## config.mk

```make
export PLATFORM = sky130hd
export DESIGN_NAME = dec_scan_counter
export DESIGN_NICKNAME = d
export VERILOG_FILES = /design/src/rtl/dsc_pkg.sv /design/src/rtl/dsc_event_qual.sv /design/src/rtl/dsc_bcd_digit.sv /design/src/rtl/dsc_seg_decode.sv /design/src/rtl/dsc_scan_ctrl.sv /design/src/rtl/dec_scan_counter.sv
export SDC_FILE = /design/constraint.sdc
export NUM_CORES = 1
export LEC_CHECK = 0
export BUFFER_PORTS_ARGS = -buffer_cell sky130_fd_sc_hd__buf_2
export CAP_MARGIN = 20
export CORE_ASPECT_RATIO = 0.9
export CORE_MARGIN = 4
export CORE_UTILIZATION = 30
export DETAILED_ROUTE_END_ITERATION = 8
export PLACE_DENSITY = 0.52
export RECOVER_POWER = 25
export SETUP_SLACK_MARGIN = 0.1
export SKIP_CTS_REPAIR_TIMING = 1
export SYNTH_ARGS = -nofsm -noshare
export SYNTH_HDL_FRONTEND = slang
export SYNTH_SLANG_ARGS = --single-unit
export TNS_END_PERCENT = 100
```

## constraint.sdc

```tcl
create_clock -name clk -period 6.35 [get_ports clk]
set_input_delay 0.635 -clock clk [delete_from_list [all_inputs] [get_ports clk]]
set_output_delay 0.635 -clock clk [all_outputs]
set_load 0.02 [all_outputs]
```

## src/rtl/dsc_pkg.sv

```systemverilog
package dsc_pkg;
    localparam int NUM_DIGITS = 4;
    localparam int BCD_W      = 4;
    localparam int SEG_W      = 7;
    localparam int SEL_W      = $clog2(NUM_DIGITS);

    typedef logic [BCD_W-1:0] bcd_t;
    typedef logic [SEG_W-1:0] seg_t;

    typedef enum logic {
        EV_WAIT_LOW,
        EV_WAIT_HIGH
    } ev_state_t;

    typedef enum logic [1:0] {
        SCAN_D0,
        SCAN_D1,
        SCAN_D2,
        SCAN_D3
    } scan_state_t;
endpackage

```

## src/rtl/dsc_event_qual.sv

```systemverilog
module dsc_event_qual
    import dsc_pkg::*;
#(
    parameter int SYNC_STAGES = 2
) (
    input  logic clk,
    input  logic rst,
    input  logic evt_raw,
    output logic evt_fire
);
    logic [SYNC_STAGES-1:0] sync_q;
    logic                   evt_s;
    ev_state_t              state_q;
    ev_state_t              state_d;

    // synchroniser; preset high so a level present at reset is not an edge
    always_ff @(posedge clk) begin
        if (rst) begin
            sync_q <= '1;
        end else begin
            sync_q <= {sync_q[SYNC_STAGES-2:0], evt_raw};
        end
    end

    assign evt_s = sync_q[SYNC_STAGES-1];

    // state register
    always_ff @(posedge clk) begin
        if (rst) begin
            state_q <= EV_WAIT_LOW;
        end else begin
            state_q <= state_d;
        end
    end

    // next state: T_ARM and T_FIRE
    always_comb begin
        state_d = state_q;
        unique case (state_q)
            EV_WAIT_LOW:  if (!evt_s) state_d = EV_WAIT_HIGH;
            EV_WAIT_HIGH: if (evt_s)  state_d = EV_WAIT_LOW;
            default:      state_d = EV_WAIT_LOW;
        endcase
    end

    // outputs
    always_comb begin
        evt_fire = 1'b0;
        unique case (state_q)
            EV_WAIT_LOW:  evt_fire = 1'b0;
            EV_WAIT_HIGH: evt_fire = evt_s;
            default:      evt_fire = 1'b0;
        endcase
    end
endmodule

```

## src/rtl/dsc_bcd_digit.sv

```systemverilog
module dsc_bcd_digit
    import dsc_pkg::*;
(
    input  logic clk,
    input  logic rst,
    input  logic step,
    output bcd_t value,
    output logic at_nine
);
    localparam bcd_t MAX_VAL = bcd_t'(9);

    bcd_t value_q;

    always_ff @(posedge clk) begin
        if (rst) begin
            value_q <= '0;
        end else if (step) begin
            value_q <= (value_q == MAX_VAL) ? '0 : value_q + bcd_t'(1);
        end
    end

    assign value   = value_q;
    assign at_nine = (value_q == MAX_VAL);
endmodule

```

## src/rtl/dsc_seg_decode.sv

```systemverilog
module dsc_seg_decode
    import dsc_pkg::*;
(
    input  bcd_t digit,
    output seg_t seg
);
    // bit 0 = a ... bit 6 = g, active high
    always_comb begin
        unique case (digit)
            4'd0:    seg = 7'h3F;
            4'd1:    seg = 7'h06;
            4'd2:    seg = 7'h5B;
            4'd3:    seg = 7'h4F;
            4'd4:    seg = 7'h66;
            4'd5:    seg = 7'h6D;
            4'd6:    seg = 7'h7D;
            4'd7:    seg = 7'h07;
            4'd8:    seg = 7'h7F;
            4'd9:    seg = 7'h6F;
            default: seg = 7'h00;
        endcase
    end
endmodule

```

## src/rtl/dsc_scan_ctrl.sv

```systemverilog
module dsc_scan_ctrl
    import dsc_pkg::*;
#(
    parameter int SCAN_DIV = 1000
) (
    input  logic                  clk,
    input  logic                  rst,
    output logic [SEL_W-1:0]      sel_idx,
    output logic [NUM_DIGITS-1:0] dig_sel
);
    localparam int DIV_W = (SCAN_DIV > 1) ? $clog2(SCAN_DIV) : 1;
    localparam logic [DIV_W-1:0] DIV_LAST = DIV_W'(SCAN_DIV - 1);

    logic [DIV_W-1:0] pre_q;
    logic             tick;
    scan_state_t      state_q;
    scan_state_t      state_d;

    always_ff @(posedge clk) begin
        if (rst) begin
            pre_q <= '0;
        end else if (tick) begin
            pre_q <= '0;
        end else begin
            pre_q <= pre_q + DIV_W'(1);
        end
    end

    assign tick = (pre_q == DIV_LAST);

    // state register
    always_ff @(posedge clk) begin
        if (rst) begin
            state_q <= SCAN_D0;
        end else begin
            state_q <= state_d;
        end
    end

    // next state: T_NEXT on each prescaler tick
    always_comb begin
        state_d = state_q;
        if (tick) begin
            unique case (state_q)
                SCAN_D0: state_d = SCAN_D1;
                SCAN_D1: state_d = SCAN_D2;
                SCAN_D2: state_d = SCAN_D3;
                SCAN_D3: state_d = SCAN_D0;
                default: state_d = SCAN_D0;
            endcase
        end
    end

    // outputs decoded from the state register only
    always_comb begin
        unique case (state_q)
            SCAN_D0: begin sel_idx = 2'd0; dig_sel = 4'b0001; end
            SCAN_D1: begin sel_idx = 2'd1; dig_sel = 4'b0010; end
            SCAN_D2: begin sel_idx = 2'd2; dig_sel = 4'b0100; end
            SCAN_D3: begin sel_idx = 2'd3; dig_sel = 4'b1000; end
            default: begin sel_idx = 2'd0; dig_sel = 4'b0001; end
        endcase
    end
endmodule

```

## src/rtl/dec_scan_counter.sv

```systemverilog
module dec_scan_counter
    import dsc_pkg::*;
#(
    parameter int SCAN_DIV      = 1000,
    parameter bit PARALLEL_MODE = 1'b0
) (
    input  logic                        clk,
    input  logic                        rst,
    input  logic                        cnt_en,
    input  logic                        evt_in,
    output logic [SEG_W-1:0]            seg_bus,
    output logic [NUM_DIGITS-1:0]       dig_sel,
    output logic [NUM_DIGITS*SEG_W-1:0] seg_par
);
    logic                           evt_fire;
    logic [NUM_DIGITS:0]            carry;
    logic [NUM_DIGITS-1:0]          at_nine;
    bcd_t                           digit_val [NUM_DIGITS];
    logic [NUM_DIGITS*BCD_W-1:0]    count_bcd;

    dsc_event_qual #(.SYNC_STAGES(2)) u_evt (
        .clk      (clk),
        .rst      (rst),
        .evt_raw  (evt_in),
        .evt_fire (evt_fire)
    );

    assign carry[0] = evt_fire & cnt_en;

    for (genvar k = 0; k < NUM_DIGITS; k++) begin : g_digit
        dsc_bcd_digit u_dig (
            .clk     (clk),
            .rst     (rst),
            .step    (carry[k]),
            .value   (digit_val[k]),
            .at_nine (at_nine[k])
        );
        assign carry[k+1] = carry[k] & at_nine[k];
        assign count_bcd[k*BCD_W +: BCD_W] = digit_val[k];
    end

    if (PARALLEL_MODE) begin : g_par
        for (genvar k = 0; k < NUM_DIGITS; k++) begin : g_dec
            dsc_seg_decode u_dec (
                .digit (digit_val[k]),
                .seg   (seg_par[k*SEG_W +: SEG_W])
            );
        end
        assign seg_bus = '0;
        assign dig_sel = '0;
    end else begin : g_scan
        logic [SEL_W-1:0] sel_idx;
        bcd_t             cur_digit;

        dsc_scan_ctrl #(.SCAN_DIV(SCAN_DIV)) u_scan (
            .clk     (clk),
            .rst     (rst),
            .sel_idx (sel_idx),
            .dig_sel (dig_sel)
        );

        // mux follows the state register combinationally: no stale cycle
        assign cur_digit = digit_val[sel_idx];

        dsc_seg_decode u_dec (
            .digit (cur_digit),
            .seg   (seg_bus)
        );
        assign seg_par = '0;
    end
endmodule

```

==> impl_metrics.csv, run 1 <==
group,metric,value,unit
synth,synthTopCellsByArea,"dfxtp_1, buf_4, ha_1, nor2_1, xor2_1",
clock_network,clkTransAtPathRegs,0.06,ns
global_routing,antenna_found_initial,0,
route,routed_wl,3408,um
final_layout,nets,260,
synth,ys.flop_type,"dfxtp_1",
route,routedLengthMet1,1687,um
global_routing,grt.overflow.total,0,
synth,synth_area,1938,um^2
setup_path,worst_ep_arrival_time,2.99,ns
final_layout,antenna_cells,0,
timing,finalClockSkew,0.009984,ns
final_layout,drive_gt1_share,12.65,%
clock_network,clockRootBuffer,"clkbuf_8",
clock_network,h-tree-depth,2,
setup_path,cp_slowest_stage_delay,0.57,ns
route,dr_wl_met3,155,um
setup_path,r2r_slack,4.29,ns
timing,period_share,57.15,%
synth,postSynthCellCount,227,
clock_network,clock_sinks,31,
synth,synth_warnings,0,
final_layout,final.fill_count,657,
route,firstDrtPassIters,4,
setup_path,cpLargestDelayFamily,"compound AO/OA/AOI/OAI gates",
timing,post-route-min-period,3.629,ns
floorplan,dieArea,7812,um^2
synth,synth_top_area_share,32.02,%
floorplan,die_h,84.25,um
floorplan,io_pins,43,
worst_hold_path,hold_path_class,"flip-flop to flip-flop",
synth,synth.largest_area_cell,"dfxtp_1",
timing,hold_violations,0,
final_layout,finalNonFillerCells,332,
synth,synthDistinctLibCells,46,
timing,maxSlewHeadroom,25.36,%
timing,tightest_slew,1.120,ns
global_routing,grt_max_degree,26,
clock_network,cts_tree,"done",
worst_hold_path,min_to,"u_evt.sync_q[1]",
clock_network,clk_latency,0.29,ns
setup_path,cp-startpoint,"g_scan.u_scan.state_q[0]",
setup_path,rr_worst_depth,5,
floorplan,core,6182,um^2
power,p_leak,0.0008785,uW
clock_network,cts_buffers,5,
setup_path,start_kind,"flip-flop",
synth,ys_ff_latch,31,
global_routing,grt_pass1_wl,5989,um
route,wl_per_cell,10.27,um
route,drc,0,
synth,synth.most_common_cell,"dfxtp_1",
timing,clock.fmax,275.5,MHz
synth,avgSynthCellArea,8.538,um^2
route,vias,1417,
route,met2_length,1526,um
floorplan,start_util,31.35,%
setup_path,slowest_stage,"a22oi_1",
worst_hold_path,min_from,"u_evt.sync_q[0]",
placed_design,portBuffers,14,
setup_path,criticalPathCategory,"flip-flop to output pin",
setup_path,reg2reg_from,"g_digit[0].u_dig.value[3]",
setup_path,required,5.71,ns
placed_design,dp_cells,324,
placed_design,hpwl,2535,um
timing,drv_slew,0,
setup_path,critPathCaptureType,"output pin",
timing,setup_violations,0,
route,drtIter0Drc,86,
timing,rsz0062_at_grt,"false",
floorplan,die_w,92.73,um
final_layout,syn_to_final_growth,9.813,%
worst_hold_path,holdPathStages,1,
flow_run,maxCapViolCount,0,
synth,yosysSeqAreaShare,32.02,%
floorplan,row_count,27,
placed_design,place_congestion,0.7776,
route,final_antenna_net_count,0,
power,total_power,456.8,uW
route,top_layer,"met4",
global_routing,grt_usage,9.458,%
synth,synth_commonest_cells,"dfxtp_1, buf_4, nor2_1, nand2_1, ha_1",
power,power.density,214.6,nW/um^2
route,viasPerCell,4.268,
global_routing,grt_pass1_vias,1325,
clock_network,cts.path.max_buffers,2,
power,irDropWorstVdd,117.4,uV
setup_path,path_max_fanout,8,
timing,tns,0,ns
setup_path,worst-path-buf-inv,3,
setup_path,crit_chain,"inv_1, ha_1, nor2_1, a21oi_1, a22oi_1, inv_1, ha_1, mux2_2, o22ai_1, buf_2",
synth,ys_async_sr_fraction,0,%
run_status,status,"complete, no violations",
synth,synth_edf_count,0,
setup_path,rr_endpoint,"g_digit[3].u_dig.value[1]",
routing by layer:
metal | up-vias | global-route usage [%]
li1 | 743 | -
met1 | 638 | 12.21
met2 | 32 | 14.95
met3 | 4 | 2.419
met4 | 0 | 3.995
met5 | - | 0
final cells by class:
cell class / instances / area, um^2 / share of cell area [%]
Clock buffer: 6 / 72.57 / 3.410
Clock inverter: 2 / 60.06 / 2.822
Inverter: 10 / 37.54 / 1.764
Multi-Input combinational cell: 182 / 1160 / 54.50
Sequential cell: 31 / 620.6 / 29.16
Tap cell: 87 / 108.9 / 5.115
Timing Repair Buffer: 14 / 68.82 / 3.233
cell families (layout without fill, tap and decap cells):
group,after synthesis,count (layout),synth area share [%]
compound gates,36,36,11.56
mux,9,9,5.358
simple gates,82,82,22.98
flops,31,31,32.02
xor+xnor,15,15,6.779
other cells,1,28,0.1935
buf+inv,41,32,13.36
fa+ha+maj,12,12,7.747
where the power goes:
group          switching, uW  internal, uW  leakage [uW]
clock network           76.0           157     0.0000654
logic                   21.5          3.90      0.000562
registers               1.70           197      0.000251
placed cells by master, fill, tap and decap left out, types with 7 or more instances in the layout:
master   instances
nor2_1          26
dfxtp_1         31
mux2i_1          7
xor2_1           9
nand2_1         17
inv_1           10
buf_2           13
conb_1          28
ha_1            12
nand3_1          7
a21oi_1         10
o21ai_0         10
worst max path at each step:
| stage | slack (ns) | cells after the start | to |
|---|---|---|---|
| finish | 2.72 | 10 | seg_bus[0] |
| global route | 2.31 | 10 | seg_bus[0] |
| CTS | 2.68 | 10 | seg_bus[0] |
| detailed placement | 3.00 | 10 | seg_bus[0] |
| global placement | 3.09 | 10 | seg_bus[3] |
| floorplan | 3.14 | 9 | seg_bus[0] |
registers in the layout (all words and copies together) (netlist names):
register               cells
g_digit.u_dig.value       16
g_scan.u_scan.pre_q       10
g_scan.u_scan.state_q      2
u_evt.sync_q               2
u_evt.state_q              1
per-stage QoR:
step	worst slack (ns)	util (%)	hold slack, ns	area, um^2
after global routing	2.309	34.43	0.4440	2128
final	2.721	34.43	0.4155	2128
after global placement	3.092	32.30	0.3917	1997
after CTS	2.684	34.45	0.4195	2130
after floorplan	3.139	-	0.3895	2039
after detailed placement	3.005	32.30	0.4005	1997
No activity file was read; power rests on OpenSTA's default activity.
==> inputs of run 2 (changes only) <==
==> constraint.sdc (replaced) <==
create_clock -name clk -period 3.8 [get_ports clk]
set_input_delay 0.38 -clock clk [delete_from_list [all_inputs] [get_ports clk]]
set_output_delay 0.38 -clock clk [all_outputs]
set_load 0.02 [all_outputs]
==> impl_metrics.csv, run 2 (synthesized netlist as in run 1, its figures left out) <==
group,metric,value,unit
timing,period_share,80.59,%
floorplan,dieArea,7812,um^2
final_layout,multi_input_area,1160,um^2
route,vias,1404,
worst_hold_path,min_to,"u_evt.sync_q[0]",
timing,drv_slew,0,
setup_path,start_kind,"flip-flop",
power,total_power,633.1,uW
worst_hold_path,hold_path_class,"input port to flip-flop",
power,clkPwrFrac,40.8,%
global_routing,grt_usage,8.779,%
clock_network,clockRootBuffer,"clkbuf_8",
final_layout,seq_area,620.6,um^2
setup_path,critPathCaptureType,"output pin",
final_layout,syn_to_final_growth,7.876,%
power,p_leak,0.0008656,uW
power,power.switching,155.5,uW
clock_network,cts_tree,"done",
timing,tns,0,ns
final_layout,nets,261,
run_status,status,"complete, no violations",
placed_design,place_congestion,0.7768,
clock_network,cts_buffers,5,
flow_run,maxCapViolCount,0,
power,power.density,302.8,nW/um^2
placed_design,hpwl,2535,um
setup_path,path_max_fanout,8,
route,viasPerCell,4.229,
global_routing,grt_pass1_vias,1216,
power,seqPwrFrac,52.5,%
power,p_sw_share,24.56,%
timing,setup_violations,0,
timing,rsz0062_at_grt,"false",
power,irDropWorstVdd,198.5,uV
timing,maxSlewHeadroom,28.38,%
clock_network,cts.path.max_buffers,2,
setup_path,cp-startpoint,"g_scan.u_scan.state_q[1]",
global_routing,antenna_found_initial,0,
timing,clock.fmax,326.5,MHz
final_layout,largest_reg_flops,16,
clock_network,h-tree-depth,2,
floorplan,io_pins,43,
route,firstDrtPassIters,4,
route,final_antenna_net_count,0,
final_layout,finalNonFillerCells,332,
clock_network,clock_sinks,31,
final_layout,drive_gt1_share,13.06,%
final_layout,layout_commonest_cell,"dfxtp_1",
worst_hold_path,min_from,"evt_in",
floorplan,die_w,92.73,um
setup_path,rr_worst_depth,5,
placed_design,dp_cells,325,
floorplan,core,6182,um^2
clock_network,clk_latency,0.27,ns
power,p_comb_share,6.7,%
power,p_int,477.5,uW
route,drtIter0Drc,69,
timing,post-route-min-period,3.063,ns
route,drc,0,
setup_path,worst_ep_arrival_time,2.68,ns
route,wl_per_cell,10.11,um
timing,finalClockSkew,0.002447,ns
floorplan,row_count,27,
setup_path,reg2reg_from,"g_digit[0].u_dig.value[1]",
timing,hold_violations,0,
clock_network,clkTransAtPathRegs,0.06,ns
worst_hold_path,holdPathStages,2,
global_routing,grt_max_degree,26,
floorplan,start_util,31.35,%
final_layout,final_cell_mix,"dfxtp_1, conb_1, nor2_1",
final_layout,antenna_cells,0,
setup_path,criticalPathCategory,"flip-flop to output pin",
global_routing,grt.overflow.total,0,
placed_design,portBuffers,14,
setup_path,rr_endpoint,"g_digit[3].u_dig.value[1]",
setup_path,required,3.42,ns
final_layout,final.fill_count,649,
timing,tightest_slew,1.074,ns
setup_path,r2r_slack,1.76,ns
floorplan,die_h,84.25,um
timing,hold_ws,0.2817,ns
global_routing,grt_pass1_wl,5526,um
route,routed_wl,3358,um
-- run 2: cell types whose count changed in the layout (fill, tap and decap cells not counted), sizes merged --
| cell | before | now |
|---|---|---|
| buf | 13 | 14 |
| bufinv | 2 | 0 |
| clkinv | 0 | 1 |
-- run 2: worst max path at each step --
| stage | endpoint | slack [ns] | cells after the start |
|---|---|---|---|
| after global placement | seg_bus[3] | 1.13 | 11 |
| final | seg_bus[0] | 0.74 | 11 |
| after floorplan | seg_bus[0] | 0.84 | 9 |
| after global routing | seg_bus[3] | 0.49 | 11 |
| after CTS | seg_bus[0] | 0.71 | 11 |
| after detailed placement | seg_bus[0] | 1.05 | 11 |
-- run 2: routing by layer --
metal / wire, um / up-vias / track usage (%) / share of wire, %
met5: 0 / - / 0 / 0
met2: 1529 / 29 / 13.64 / 46
met3: 150 / 3 / 3.495 / 4.5
met1: 1656 / 624 / 11.15 / 49
li1: - / 748 / - / -
met4: 21 / 0 / 2.796 / 0.63
-- run 2: metrics by stage --
step           util [%]  instance area [um^2]  setup WS, ns
2_1_floorplan         -                  2039        0.8440
3_3_place_gp      32.42                  2004         1.127
3_5_place_dp      32.42                  2004         1.047
4_1_cts           33.84                  2092        0.7090
5_1_grt           33.82                  2091        0.4895
6_report          33.82                  2091        0.7374
-- run 2: area by class of cell --
cell class,instances,share of cell area [%]
clock buffer,6,3.950
clock inverter,1,0.2394
inverter,10,1.795
multi-input combinational,182,55.48
sequential,31,29.68
tap,87,5.206
timing repair buffer,15,3.651
-- run 2: power by group through the flow --
stage	logic, uW	clock network (uW)	registers, uW
2_1_floorplan	59.6	0	339
3_3_place_gp	42.0	0	339
3_5_place_dp	42.3	0	339
4_1_cts	42.3	268	332
5_1_grt	46.4	286	333
6_report	42.4	258	332
-- run 2: critical path, stage by stage, from the launching register on --
cell and delay (ns):
dfxtp_1 0.40, inv_1 0.08, ha_1 0.23, o21bai_1 0.34, nand2_1 0.11, a22oi_1 0.19, buf_4 0.19, inv_1 0.09
ha_1 0.20, mux2_2 0.27, o22ai_1 0.12, buf_2 0.18
==> inputs of run 3 (changes only) <==
--- a/config.mk
+++ b/config.mk
@@ -5,13 +5,14 @@
 export SDC_FILE = /design/constraint.sdc
 export NUM_CORES = 1
 export LEC_CHECK = 0
+export ABC_AREA = 1
 export BUFFER_PORTS_ARGS = -buffer_cell sky130_fd_sc_hd__buf_2
 export CAP_MARGIN = 20
 export CORE_ASPECT_RATIO = 0.9
 export CORE_MARGIN = 4
 export CORE_UTILIZATION = 30
 export DETAILED_ROUTE_END_ITERATION = 8
-export PLACE_DENSITY = 0.52
+export PLACE_DENSITY = 0.54
 export RECOVER_POWER = 25
 export SETUP_SLACK_MARGIN = 0.1
 export SKIP_CTS_REPAIR_TIMING = 1
==> constraint.sdc (replaced) <==
create_clock -name clk -period 2.5 [get_ports clk]
set_input_delay 0.25 -clock clk [delete_from_list [all_inputs] [get_ports clk]]
set_output_delay 0.25 -clock clk [all_outputs]
set_load 0.02 [all_outputs]
==> impl_metrics.csv, run 3 <==
group,metric,value,unit
clock_network,clock_sinks,31,
final_layout,final_cell_mix,"nand2_1, inv_1, dfxtp_1",
route,top_layer,"met4",
floorplan,die_h,87.22,um
clock_network,clk_latency,0.28,ns
setup_path,crit_path_frequent_cell,"nand2_1",
floorplan,row_count,28,
setup_path,cp_slowest_stage_delay,0.39,ns
global_routing,antenna_found_initial,0,
placed_design,dpl_worst_slack,0.1968,ns
route,dr_wl_met3,194,um
floorplan,dieArea,8375,um^2
placed_design,dpl_cell_area,2162,um^2
route,wl_per_cell,10.16,um
final_layout,layout_commonest_cell,"nand2_1",
clock_network,h-tree-depth,2,
timing,finalClockSkew,0.005502,ns
synth,synth_area,2092,um^2
setup_path,cp.depth,12,
setup_path,criticalPathCategory,"flip-flop to output pin",
floorplan,die_w,96.03,um
timing,post-route-worst-setup-slack,0.1479,ns
setup_path,worst-path-buf-inv,2,
synth,yosysSeqAreaShare,29.67,%
synth,ys_async_sr_fraction,0,%
route,drtIter0Drc,97,
synth,synth.largest_area_cell,"dfxtp_1",
placed_design,portBuffers,14,
final_layout,syn_to_final_growth,23.56,%
timing,hold_violations,0,
synth,synth_warnings,0,
global_routing,grt_max_degree,16,
final_layout,antenna_cells,0,
synth,avgSynthCellArea,7.092,um^2
synth,synth_commonest_cells,"nand2_1, inv_1, dfxtp_1, buf_4, nand3_1",
worst_hold_path,holdPathStages,2,
flow_run,maxCapViolCount,0,
synth,synthTopCellsByArea,"dfxtp_1, nand2_1, buf_4, ha_1, inv_1",
route,met2_length,1885,um
floorplan,io_pins,43,
synth,postSynthCellCount,295,
setup_path,critPathCaptureType,"output pin",
placed_design,place_congestion,0.8400,
synth,ys.flop_type,"dfxtp_1",
placed_design,hpwl,3022,um
synth,synthDistinctLibCells,33,
setup_path,required,2.25,ns
timing,drv_slew,0,
global_routing,grt.overflow.total,0,
timing,maxSlewHeadroom,43.21,%
floorplan,core,6691,um^2
timing,post-route-min-period,2.352,ns
power,p_leak,0.001103,uW
global_routing,grt_pass1_wl,6906,um
setup_path,rr_worst_depth,8,
setup_path,start_kind,"flip-flop",
synth,synth_edf_count,0,
route,routedLengthMet1,2098,um
route,routed_wl,4237,um
timing,setup_violations,0,
setup_path,slowest_stage,"dfxtp_4",
synth,synth.most_common_cell,"nand2_1",
global_routing,grt_usage,10.27,%
timing,clock.fmax,425.1,MHz
route,final_antenna_net_count,0,
clock_network,clkTransAtPathRegs,0.07,ns
global_routing,grt_pass1_vias,1572,
setup_path,worst_ep_arrival_time,2.10,ns
worst_hold_path,hold_path_class,"input port to flip-flop",
route,firstDrtPassIters,4,
route,drc,0,
synth,ys_ff_latch,31,
final_layout,utilization,38.63,%
clock_network,clockRootBuffer,"clkbuf_8",
final_layout,nets,342,
setup_path,crit_chain,"inv_4, ha_4, o21ai_4, nand2_2, nand3_4, nand2_4, ha_4, nand3_2, nand2_1, nand2_1, nand2_1, buf_6",
setup_path,cpLargestDelayFamily,"simple AND/OR/NAND/NOR gates",
timing,period_share,94.09,%
final_layout,drive_gt1_share,25.99,%
setup_path,path_max_fanout,8,
route,vias,1797,
run_status,status,"complete, no violations",
power,irDropWorstVdd,254.8,uV
timing,tightest_slew,0.8519,ns
clock_network,cts_tree,"done",
final_layout,largest_reg_flops,16,
synth,synth_top_area_share,29.67,%
route,viasPerCell,4.309,
clock_network,cts_buffers,5,
floorplan,start_util,31.26,%
final_layout,final_cell_area,2585,um^2
power,power.density,413.6,nW/um^2
timing,rsz0062_at_grt,"true",
clock_network,cts.path.max_buffers,2,
[run 3: cell types whose count changed in the layout (fill, tap and decap cells not counted), sizes merged, moves of 5 or more]
cell	change
nand2	+63
inv	+27
nand3	+18
buf	+9
nor3	+8
a21oi	+7
mux2i	-7
xor2	-7
o22ai	-5
[run 3: stage by stage]
| stage | cells | hold slack, ns | total power [uW] | TNS (ns) |
|---|---|---|---|---|
| after global routing | 417 | 0.1466 | 1117 | 0 |
| after detailed placement | 397 | 0.3969 | 584.4 | 0 |
| final | 417 | 0.1452 | 1069 | 0 |
| after global placement | 397 | 0.3938 | 583.7 | 0 |
| after CTS | 405 | 0.1421 | 1082 | -0.4305 |
| after floorplan | 322 | 0.3293 | 607.1 | 0 |
[run 3: power breakdown]
group | switching (uW) | internal, uW
combinational | 60.6 | 13.5
clock | 197 | 296
sequential | 3.64 | 498
[run 3: worst register-to-register path, stage by stage, from the launching register on]
cell     delay [ns]
dfxtp_1        0.37
ha_1           0.17
nand2_1        0.05
inv_1          0.11
nand3_1        0.08
nor2_1         0.18
nor2_1         0.11
inv_1          0.23
nor2_1         0.07
[run 3: per-layer routing]
| metal | vias up | track usage (%) |
|---|---|---|
| met4 | 0 | 4.522 |
| li1 | 939 | - |
| met5 | - | 0 |
| met3 | 4 | 1.815 |
| met1 | 810 | 14.07 |
| met2 | 44 | 15.67 |
[run 3: worst paths after layout]
kind	start	endpoint	slack, ns
worst max-delay path	g_scan.u_scan.state_q[1]	seg_bus[3]	0.15
worst min-delay path	evt_in	u_evt.sync_q[0]	0.15
worst max register to register	g_scan.u_scan.pre_q[0]	g_scan.u_scan.pre_q[6]	1.02
worst min register to register	u_evt.sync_q[1]	u_evt.state_q	0.41
[run 3: area by class of cell]
type	count	area, um^2
Fill cell	674	4106
Inverter	38	166.4
Timing Repair Buffer	26	188.9
Tap cell	90	112.6
Clock buffer	5	68.82
Multi-Input combinational cell	224	1376
Sequential cell	31	628.1
Clock inverter	3	43.79
[run 3: cells by family (layout without fill, tap and decap cells)]
kind of cell / after synthesis / count (layout) / synth area share [%]
compound gates: 30 / 30 / 8.733
buf+inv: 67 / 72 / 17.16
simple gates: 150 / 150 / 35.41
other cells: 1 / 28 / 0.1793
xor+xnor: 4 / 4 / 1.675
flops: 31 / 31 / 29.67
fa+ha+maj: 12 / 12 / 7.177
